## config.mk

```make
export PLATFORM = sky130hd
export DESIGN_NAME = supply_reset_supervisor
export DESIGN_NICKNAME = d
export VERILOG_FILES = /design/src/rtl/rsv_pkg.sv /design/src/rtl/rsv_datapath.sv /design/src/rtl/rsv_ctrl.sv /design/src/rtl/supply_reset_supervisor.sv
export SDC_FILE = /design/constraint.sdc
export NUM_CORES = 1
export LEC_CHECK = 0
export ABC_CLOCK_PERIOD_IN_PS = 2100
export BUFFER_PORTS_ARGS = -buffer_cell sky130_fd_sc_hd__buf_2
export CAP_MARGIN = 5
export CORE_UTILIZATION = 57
export DETAILED_ROUTE_END_ITERATION = 7
export PLACE_DENSITY = 0.78
export REMOVE_ABC_BUFFERS = 1
export SLEW_MARGIN = 15
export SYNTH_ARGS = -nofsm -noshare
export SYNTH_HDL_FRONTEND = slang
export SYNTH_HIERARCHICAL = 1
export SYNTH_SLANG_ARGS = --single-unit
```

## constraint.sdc

```tcl
create_clock -name clk -period 2.1 [get_ports clk]
set_input_delay 0.315 -clock clk [delete_from_list [all_inputs] [get_ports clk]]
set_output_delay 0.315 -clock clk [all_outputs]
set_load 0.03 [all_outputs]
```

## src/rtl/rsv_pkg.sv

```systemverilog
package rsv_pkg;

  // control -> datapath
  typedef struct packed {
    logic clrTimer;
    logic runTimer;
    logic driving;
  } rsvStrobe_t;

  // datapath -> control
  typedef struct packed {
    logic uvQual;
    logic mrTrig;
    logic timerDone;
  } rsvStatus_t;

  typedef enum logic {
    ST_IDLE = 1'b0,
    ST_HOLD = 1'b1
  } rsvState_t;

endpackage

```

## src/rtl/rsv_datapath.sv

```systemverilog
module rsv_datapath
  import rsv_pkg::*;
#(
  parameter int unsigned TIMEOUT_CYCLES = 200,
  parameter int unsigned UV_FILTER      = 4,
  parameter int unsigned MR_FILTER      = 6,
  parameter int unsigned SYNC_STAGES    = 2
) (
  input  logic       clk,
  input  logic       rstN,
  input  logic       supplyLow,
  input  logic       pinIn,
  input  rsvStrobe_t strobe,
  output rsvStatus_t status
);

  localparam int unsigned TMR_W = $clog2(TIMEOUT_CYCLES);
  localparam int unsigned UV_W  = $clog2(UV_FILTER + 1);
  localparam int unsigned MR_W  = $clog2(MR_FILTER + 1);
  localparam logic [TMR_W-1:0] TMR_LAST = TMR_W'(TIMEOUT_CYCLES - 1);
  localparam logic [UV_W-1:0]  UV_LAST  = UV_W'(UV_FILTER - 1);
  localparam logic [UV_W-1:0]  UV_MAX   = UV_W'(UV_FILTER);
  localparam logic [MR_W-1:0]  MR_LAST  = MR_W'(MR_FILTER - 1);

  // pin synchroniser
  logic [SYNC_STAGES-1:0] pinSync;
  logic pinLowS;

  always_ff @(posedge clk or negedge rstN) begin
    if (!rstN) pinSync <= '0;
    else       pinSync <= {pinSync[SYNC_STAGES-2:0], pinIn};
  end
  assign pinLowS = ~pinSync[SYNC_STAGES-1];

  // supply glitch filter
  logic [UV_W-1:0] uvCnt;
  logic uvQual;

  always_ff @(posedge clk or negedge rstN) begin
    if (!rstN) begin
      uvCnt  <= '0;
      uvQual <= 1'b0;
    end else if (supplyLow) begin
      uvCnt  <= (uvCnt == UV_MAX) ? uvCnt : uvCnt + UV_W'(1);
      uvQual <= uvQual | (uvCnt == UV_LAST);
    end else begin
      uvCnt  <= '0;
      uvQual <= 1'b0;
    end
  end

  // manual pin filter and falling-edge detect; own drive masks the pin
  logic [MR_W-1:0] mrCnt;
  logic mrLow;
  logic mrTrig;

  always_ff @(posedge clk or negedge rstN) begin
    if (!rstN) begin
      mrCnt  <= MR_LAST;
      mrLow  <= 1'b1;
      mrTrig <= 1'b0;
    end else if (strobe.driving) begin
      mrCnt  <= MR_LAST;
      mrLow  <= 1'b1;
      mrTrig <= 1'b0;
    end else if (pinLowS) begin
      mrTrig <= ~mrLow & (mrCnt == MR_LAST);
      mrLow  <= mrLow | (mrCnt == MR_LAST);
      mrCnt  <= (mrCnt == MR_LAST) ? mrCnt : mrCnt + MR_W'(1);
    end else begin
      mrCnt  <= '0;
      mrLow  <= 1'b0;
      mrTrig <= 1'b0;
    end
  end

  // timeout counter
  logic [TMR_W-1:0] timerCnt;

  always_ff @(posedge clk or negedge rstN) begin
    if (!rstN)                timerCnt <= '0;
    else if (strobe.clrTimer) timerCnt <= '0;
    else if (strobe.runTimer) timerCnt <= timerCnt + TMR_W'(1);
  end

  assign status.uvQual    = uvQual;
  assign status.mrTrig    = mrTrig;
  assign status.timerDone = (timerCnt == TMR_LAST);

  AST_UV_QUAL_FILTERED: assert property (@(posedge clk) disable iff (!rstN)
    $rose(uvQual) |-> (uvCnt == UV_MAX));

  AST_NO_SELF_TRIGGER: assert property (@(posedge clk) disable iff (!rstN)
    (strobe.driving && $past(strobe.driving)) |-> !mrTrig);

  AST_TIMER_BOUND: assert property (@(posedge clk) disable iff (!rstN)
    timerCnt <= TMR_LAST);

endmodule

```

## src/rtl/rsv_ctrl.sv

```systemverilog
module rsv_ctrl
  import rsv_pkg::*;
(
  input  logic       clk,
  input  logic       rstN,
  input  rsvStatus_t status,
  output rsvStrobe_t strobe
);

  rsvState_t state, stateNext;

  always_ff @(posedge clk or negedge rstN) begin
    if (!rstN) state <= ST_HOLD;
    else       state <= stateNext;
  end

  always_comb begin
    strobe.clrTimer = status.uvQual | status.mrTrig;
    strobe.runTimer = 1'b0;
    strobe.driving  = (state == ST_HOLD);
    stateNext       = state;
    if (strobe.clrTimer) begin
      stateNext = ST_HOLD;
    end else if (state == ST_HOLD) begin
      if (status.timerDone) stateNext = ST_IDLE;
      else                  strobe.runTimer = 1'b1;
    end
  end

  AST_UV_ENTERS_HOLD: assert property (@(posedge clk) disable iff (!rstN)
    status.uvQual |=> (state == ST_HOLD));

  AST_TRIG_ENTERS_HOLD: assert property (@(posedge clk) disable iff (!rstN)
    status.mrTrig |=> (state == ST_HOLD));

  AST_RELEASE_ON_DONE: assert property (@(posedge clk) disable iff (!rstN)
    $fell(state == ST_HOLD) |-> $past(status.timerDone));

endmodule

```

## src/rtl/supply_reset_supervisor.sv

```systemverilog
module supply_reset_supervisor
  import rsv_pkg::*;
#(
  parameter int unsigned TIMEOUT_CYCLES = 200,
  parameter int unsigned UV_FILTER      = 4,
  parameter int unsigned MR_FILTER      = 6,
  parameter int unsigned SYNC_STAGES    = 2
) (
  input  logic clk,
  input  logic rstN,
  input  logic supplyLow,
  input  logic mrPinIn,
  output logic rstLowDrvEn,
  output logic rstHighDrvEn,
  output logic resetActive
);

  rsvStrobe_t strobe;
  rsvStatus_t status;

  rsv_datapath #(
    .TIMEOUT_CYCLES(TIMEOUT_CYCLES),
    .UV_FILTER     (UV_FILTER),
    .MR_FILTER     (MR_FILTER),
    .SYNC_STAGES   (SYNC_STAGES)
  ) uDatapath (
    .clk      (clk),
    .rstN     (rstN),
    .supplyLow(supplyLow),
    .pinIn    (mrPinIn),
    .strobe   (strobe),
    .status   (status)
  );

  rsv_ctrl uCtrl (
    .clk   (clk),
    .rstN  (rstN),
    .status(status),
    .strobe(strobe)
  );

  // both polarities follow the same registered state
  assign rstLowDrvEn  = strobe.driving;
  assign rstHighDrvEn = strobe.driving;
  assign resetActive  = strobe.driving;

endmodule

```

Word level (Yosys, flattened, before mapping):

Index checks and enable logic that the tools add are counted.

* input port bits: 4
* register bits: 20
* output and inout port bits: 3

* reduce and logical (&&, ||, !) cells: 1
* eq/ne operators: 6
* bitwise gates (word level): 5
* $add $sub $neg: 3
* multiplexer cells: 16

Operators by type and width (number)
* $mux 8: 2
* $mux 3: 5
* $mux 1: 9
* $add 8x1->8 const B: 1
* $eq 8x8->1 const B: 1
* $add 3x1->3 const B: 2
* $eq 3x3->1 const B: 2
* $eq 3x2->1 const B: 1
* $ne 3x1->1 const B: 1
* $or 1x1->1: 3
* $ne 2x2->1 const B: 1
* $reduce_bool 2->1: 1
* $and 1x1->1: 1
* $not 1->1: 1

Longest topological paths before layout:

* depth after elaboration: 6
* gate-level depth with buffers: 9

Hierarchy:

The synthesis kept the hierarchy.

Modules (own cells, without submodules)
* rsv_datapath: area each 899.6 um2, cells an instance 80, seq. area each 479.2 um2, times used 1
* rsv_ctrl: area each 58.8 um2, cells an instance 6, seq. area each 26.3 um2, times used 1
* supply_reset_supervisor: area each 15.0 um2, cells an instance 2, seq. area each 0.0 um2, times used 1

Worst setup path before layout:

Ideal clock, no wire load.

* path kind: register -> register
* start point: reg uDatapath.timerCnt[0]
* end point: reg uDatapath.timerCnt[5]
* stages on the path, launching flop included: 10
* path slack: 235 ps
* required time: 2023 ps
* buffers on the path: 1
* arrival time: 1788 ps
* cell sequence: dfrtp_1 > ha_1 > nand4_1 > nor4_1 > nand2b_1 > nor2_1 > buf_2 > o2111ai_4 > or3_1 > a21oi_1

RTL lines
* start: declaration: line rsv_datapath.sv:78 `logic [TMR_W-1:0] timerCnt;`
* start signal: assignment: line rsv_datapath.sv:83 `else if (strobe.runTimer) timerCnt <= timerCnt + TMR_W'(1);`

==> results.py <==
metrics = {
    "synth": {
        "ys_seq_area_frac": 0.519,
        "synth.cell_area_um2": 973,
        "postSynthCellCount": 88,
        "synth.avg_cell_area_um2": 11.1,
        "ys_seq_elements": 20,
        "yosys.cell_types.count": 26,
        "ys_warn_count": 6,
    },
    "die": {
        "boundaryPins": 7,
        "core_area_um2": 1560,
        "die-area_um2": 1880,
        "die_h_um": 43.3,
        "start_util": 0.624,
        "die_x_um": 43.3,
        "row_count": 14,
    },
    "cts": {
        "path_clk_slew_ps": 110,
        "postCtsSetupRepairBufs": 0,
        "htree_levels": 1,
        "cts_buffer_depth": 2,
        "root_buffer": "clkbuf_4",
        "clk_latency_ps": 300,
        "cts.sinks": 20,
        "cts_buffers": 3,
        "cts_tree": "done",
    },
    "detailed_routing": {
        "drc": 2,
        "via_count": 622,
        "dr.pass1.iters": 5,
        "antenna_left": 0,
        "drt_wl_total_mm": 1.36,
        "viasPerCell": 5.71,
        "wl_per_cell_um": 12.5,
        "drt-initial-drc-count": 4,
    },
    "worst_setup_path": {
        "worstPathRequired_ps": 2330,
        "crit_path_end_kind": "flip-flop",
        "crit_buf_inv": 0,
        "critical-path-slowest-cell": "dfrtp_1",
        "startpoint": "uDatapath/timerCnt[0]$_DFFE_PN0P_",
        "timing.rr.start": "uDatapath/timerCnt[0]$_DFFE_PN0P_",
        "cpPeakStageDelay_ps": 440,
        "crit_chain": "ha_1 > nand4_1 > nor4_1 > nand2b_1 > nor2_2 > o2111ai_4 > or3_1 > a21oi_1",
        "worstPathArrival_ps": 2160,
        "cp-start-kind": "flip-flop",
        "worstSetupPathType": "flip-flop to flip-flop",
        "cp_max_fo": 5,
        "path_delay_family": "simple AND/OR/NAND/NOR gates",
    },
    "place": {
        "numPortBuffers": 6,
        "place_hpwl_um": 992,
        "gp_congestion": 0.713,
    },
    "power_and_ir_drop": {
        "pwr-share-clk": 0.223,
        "swShare": 0.350,
        "pwr-share-comb": 0.320,
        "p_int_mw": 0.895,
        "leakage_nw": 0.469,
        "seq_power_share": 0.457,
        "ir_drop_uv": 751,
        "switchingPower_mw": 0.483,
        "power_mw": 1.38,
        "p_per_area_nw_per_um2": 1320,
    },
    "sta": {
        "drv_slew": 0,
        "fin_crit_sh": 0.917,
        "slew_headroom": 0.722,
        "fin_crit_ps": 1920,
        "tns_ps": 0,
        "tightestPinTransition_ps": 417,
        "skew_ps": 1.89,
        "setup_viol": 0,
        "rsz0062_at_grt": "false",
        "hold_violations": 0,
        "holdWs_ps": 117,
        "fmax_mhz": 520,
    },
    "finish": {
        "final_nets": 104,
        "area_growth_pct": 7.45,
        "register_area_um2": 505,
        "drive_above_1_share": 0.194,
        "multiInputGateArea_um2": 405,
        "n_fill_cell": 126,
        "num_antenna_cells": 0,
    },
    "hold_path": {
        "min_path_type": "input pin to flip-flop",
        "worstHoldStart": "mrPinIn",
    },
    "global_routing": {
        "grt_max_degree": 21,
        "grt-ovfl-total": 0,
        "grt_first_pass_wirelength_mm": 2.45,
        "grt_pass1_vias": 580,
        "track_usage": 0.191,
        "grt_antenna_before_repair": 0,
    },
    "run_status": {
        "outcome": "finished with violations",
        "violations": "DRC",
    },
    "flow_run": {
        "maxCapViolCount": 0,
    },
}
## cells in the final DEF (no fill, tap or decap), drive strengths merged, types with 4 or more instances in the layout
cell type	count
buf	7
dfrtp	16
nand2	5
ha	6
nor2	7
inv	4
o21ai	4
dfstp	4
a21oi	4
## timing repair
item / 4_1_cts / 5_1_grt
gates resized for setup: 0 / 1
setup endpoints to repair: 0 / 2
endpoints found under the hold margin: 16 / 0
hold buffers: 1 / 0
## cells by family (layout without fill, tap and decap cells)
kind of cell	count (synthesis)	count (layout)	share of synthesized area
simple gates	28	28	0.149
xor+xnor	6	6	0.0540
buf+inv	11	16	0.0668
compound gates	16	16	0.123
mux	1	1	0.0103
flops	20	20	0.519
fa+ha+maj	6	6	0.0771
## path summary, 6_finish.rpt
path	to	slack, ps	cells past startpoint
hold reg to reg	uDatapath/pinSync[1]$_DFF_PN0_	370	0
hold / removal	uDatapath/pinSync[0]$_DFF_PN0_	120	1
setup / recovery	uDatapath/timerCnt[7]$_DFFE_PN0P_	180	8
setup reg to reg	uDatapath/timerCnt[7]$_DFFE_PN0P_	180	8
min in group asynchronous	uDatapath/uvQual$_DFF_PN0_	470	2
max in group asynchronous	uDatapath/mrCnt[2]$_DFFE_PN1P_	1300	2
## per-layer routing
metal | track usage | routed length (um) | vias to the layer above
li1 | - | - | 308
met1 | 0.223 | 644 | 298
met2 | 0.297 | 625 | 11
met3 | 0.0766 | 55 | 5
met4 | 0.113 | 35 | 0
met5 | 0 | 0 | -
## per-stage QoR
stage                      util  cells  instance area, um2  worst slack, ps
after floorplan               -     81                 923             32.0
after global placement    0.629    104                 981              172
after detailed placement  0.629    104                 981              122
after CTS                 0.669    109                1040              100
after global routing      0.671    109                1050             25.8
final                     0.671    109                1050              175
## synthesized netlist by cell type
library cell / instances / area share
dfrtp_1: 16 / 0.41
nor2_1: 7 / 0.027
buf_4: 6 / 0.046
ha_1: 6 / 0.077
nand2_1: 5 / 0.019
a21oi_1: 4 / 0.021
dfstp_2: 4 / 0.11
inv_1: 4 / 0.015
o21ai_0: 4 / 0.021
nand3_1: 3 / 0.015
nand4_1: 3 / 0.019
o21bai_1: 3 / 0.023
or3_1: 3 / 0.019
xnor2_1: 3 / 0.027
xor2_1: 3 / 0.027
a21boi_0: 2 / 0.015
nand2b_1: 2 / 0.013
nor4_1: 2 / 0.013
a2111oi_0: 1 / 0.0090
and2_1: 1 / 0.0064
buf_2: 1 / 0.0051
mux2i_1: 1 / 0.010
nand3b_1: 1 / 0.0077
o2111ai_4: 1 / 0.027
o21a_1: 1 / 0.0077
or2_4: 1 / 0.0090
## registers in the layout, indices dropped and copies added (netlist names)
name / cells
uCtrl/state: 1
uDatapath/timerCnt: 8
uDatapath/mrTrig: 1
uDatapath/mrCnt: 3
uDatapath/uvCnt: 3
uDatapath/pinSync: 2
uDatapath/mrLow: 1
uDatapath/uvQual: 1
## cell type report
cell class,count,area share
clock buffers,3,0.0215
well taps,16,0.0191
clock inverters,1,0.0287
repair buffers,8,0.0455
flip-flops and latches,20,0.483
inverters,4,0.0144
multi-input cells,57,0.388
## power by group through the flow
stage                     sequential [mW]  combinational [mW]  clock (mW)
after floorplan                     0.655               0.301           0
after global placement              0.632               0.421           0
after detailed placement            0.637               0.445           0
after CTS                           0.630               0.447       0.320
after global routing                0.652               0.509       0.333
final                               0.630               0.441       0.307
No activity file was read; power rests on OpenSTA's default activity.
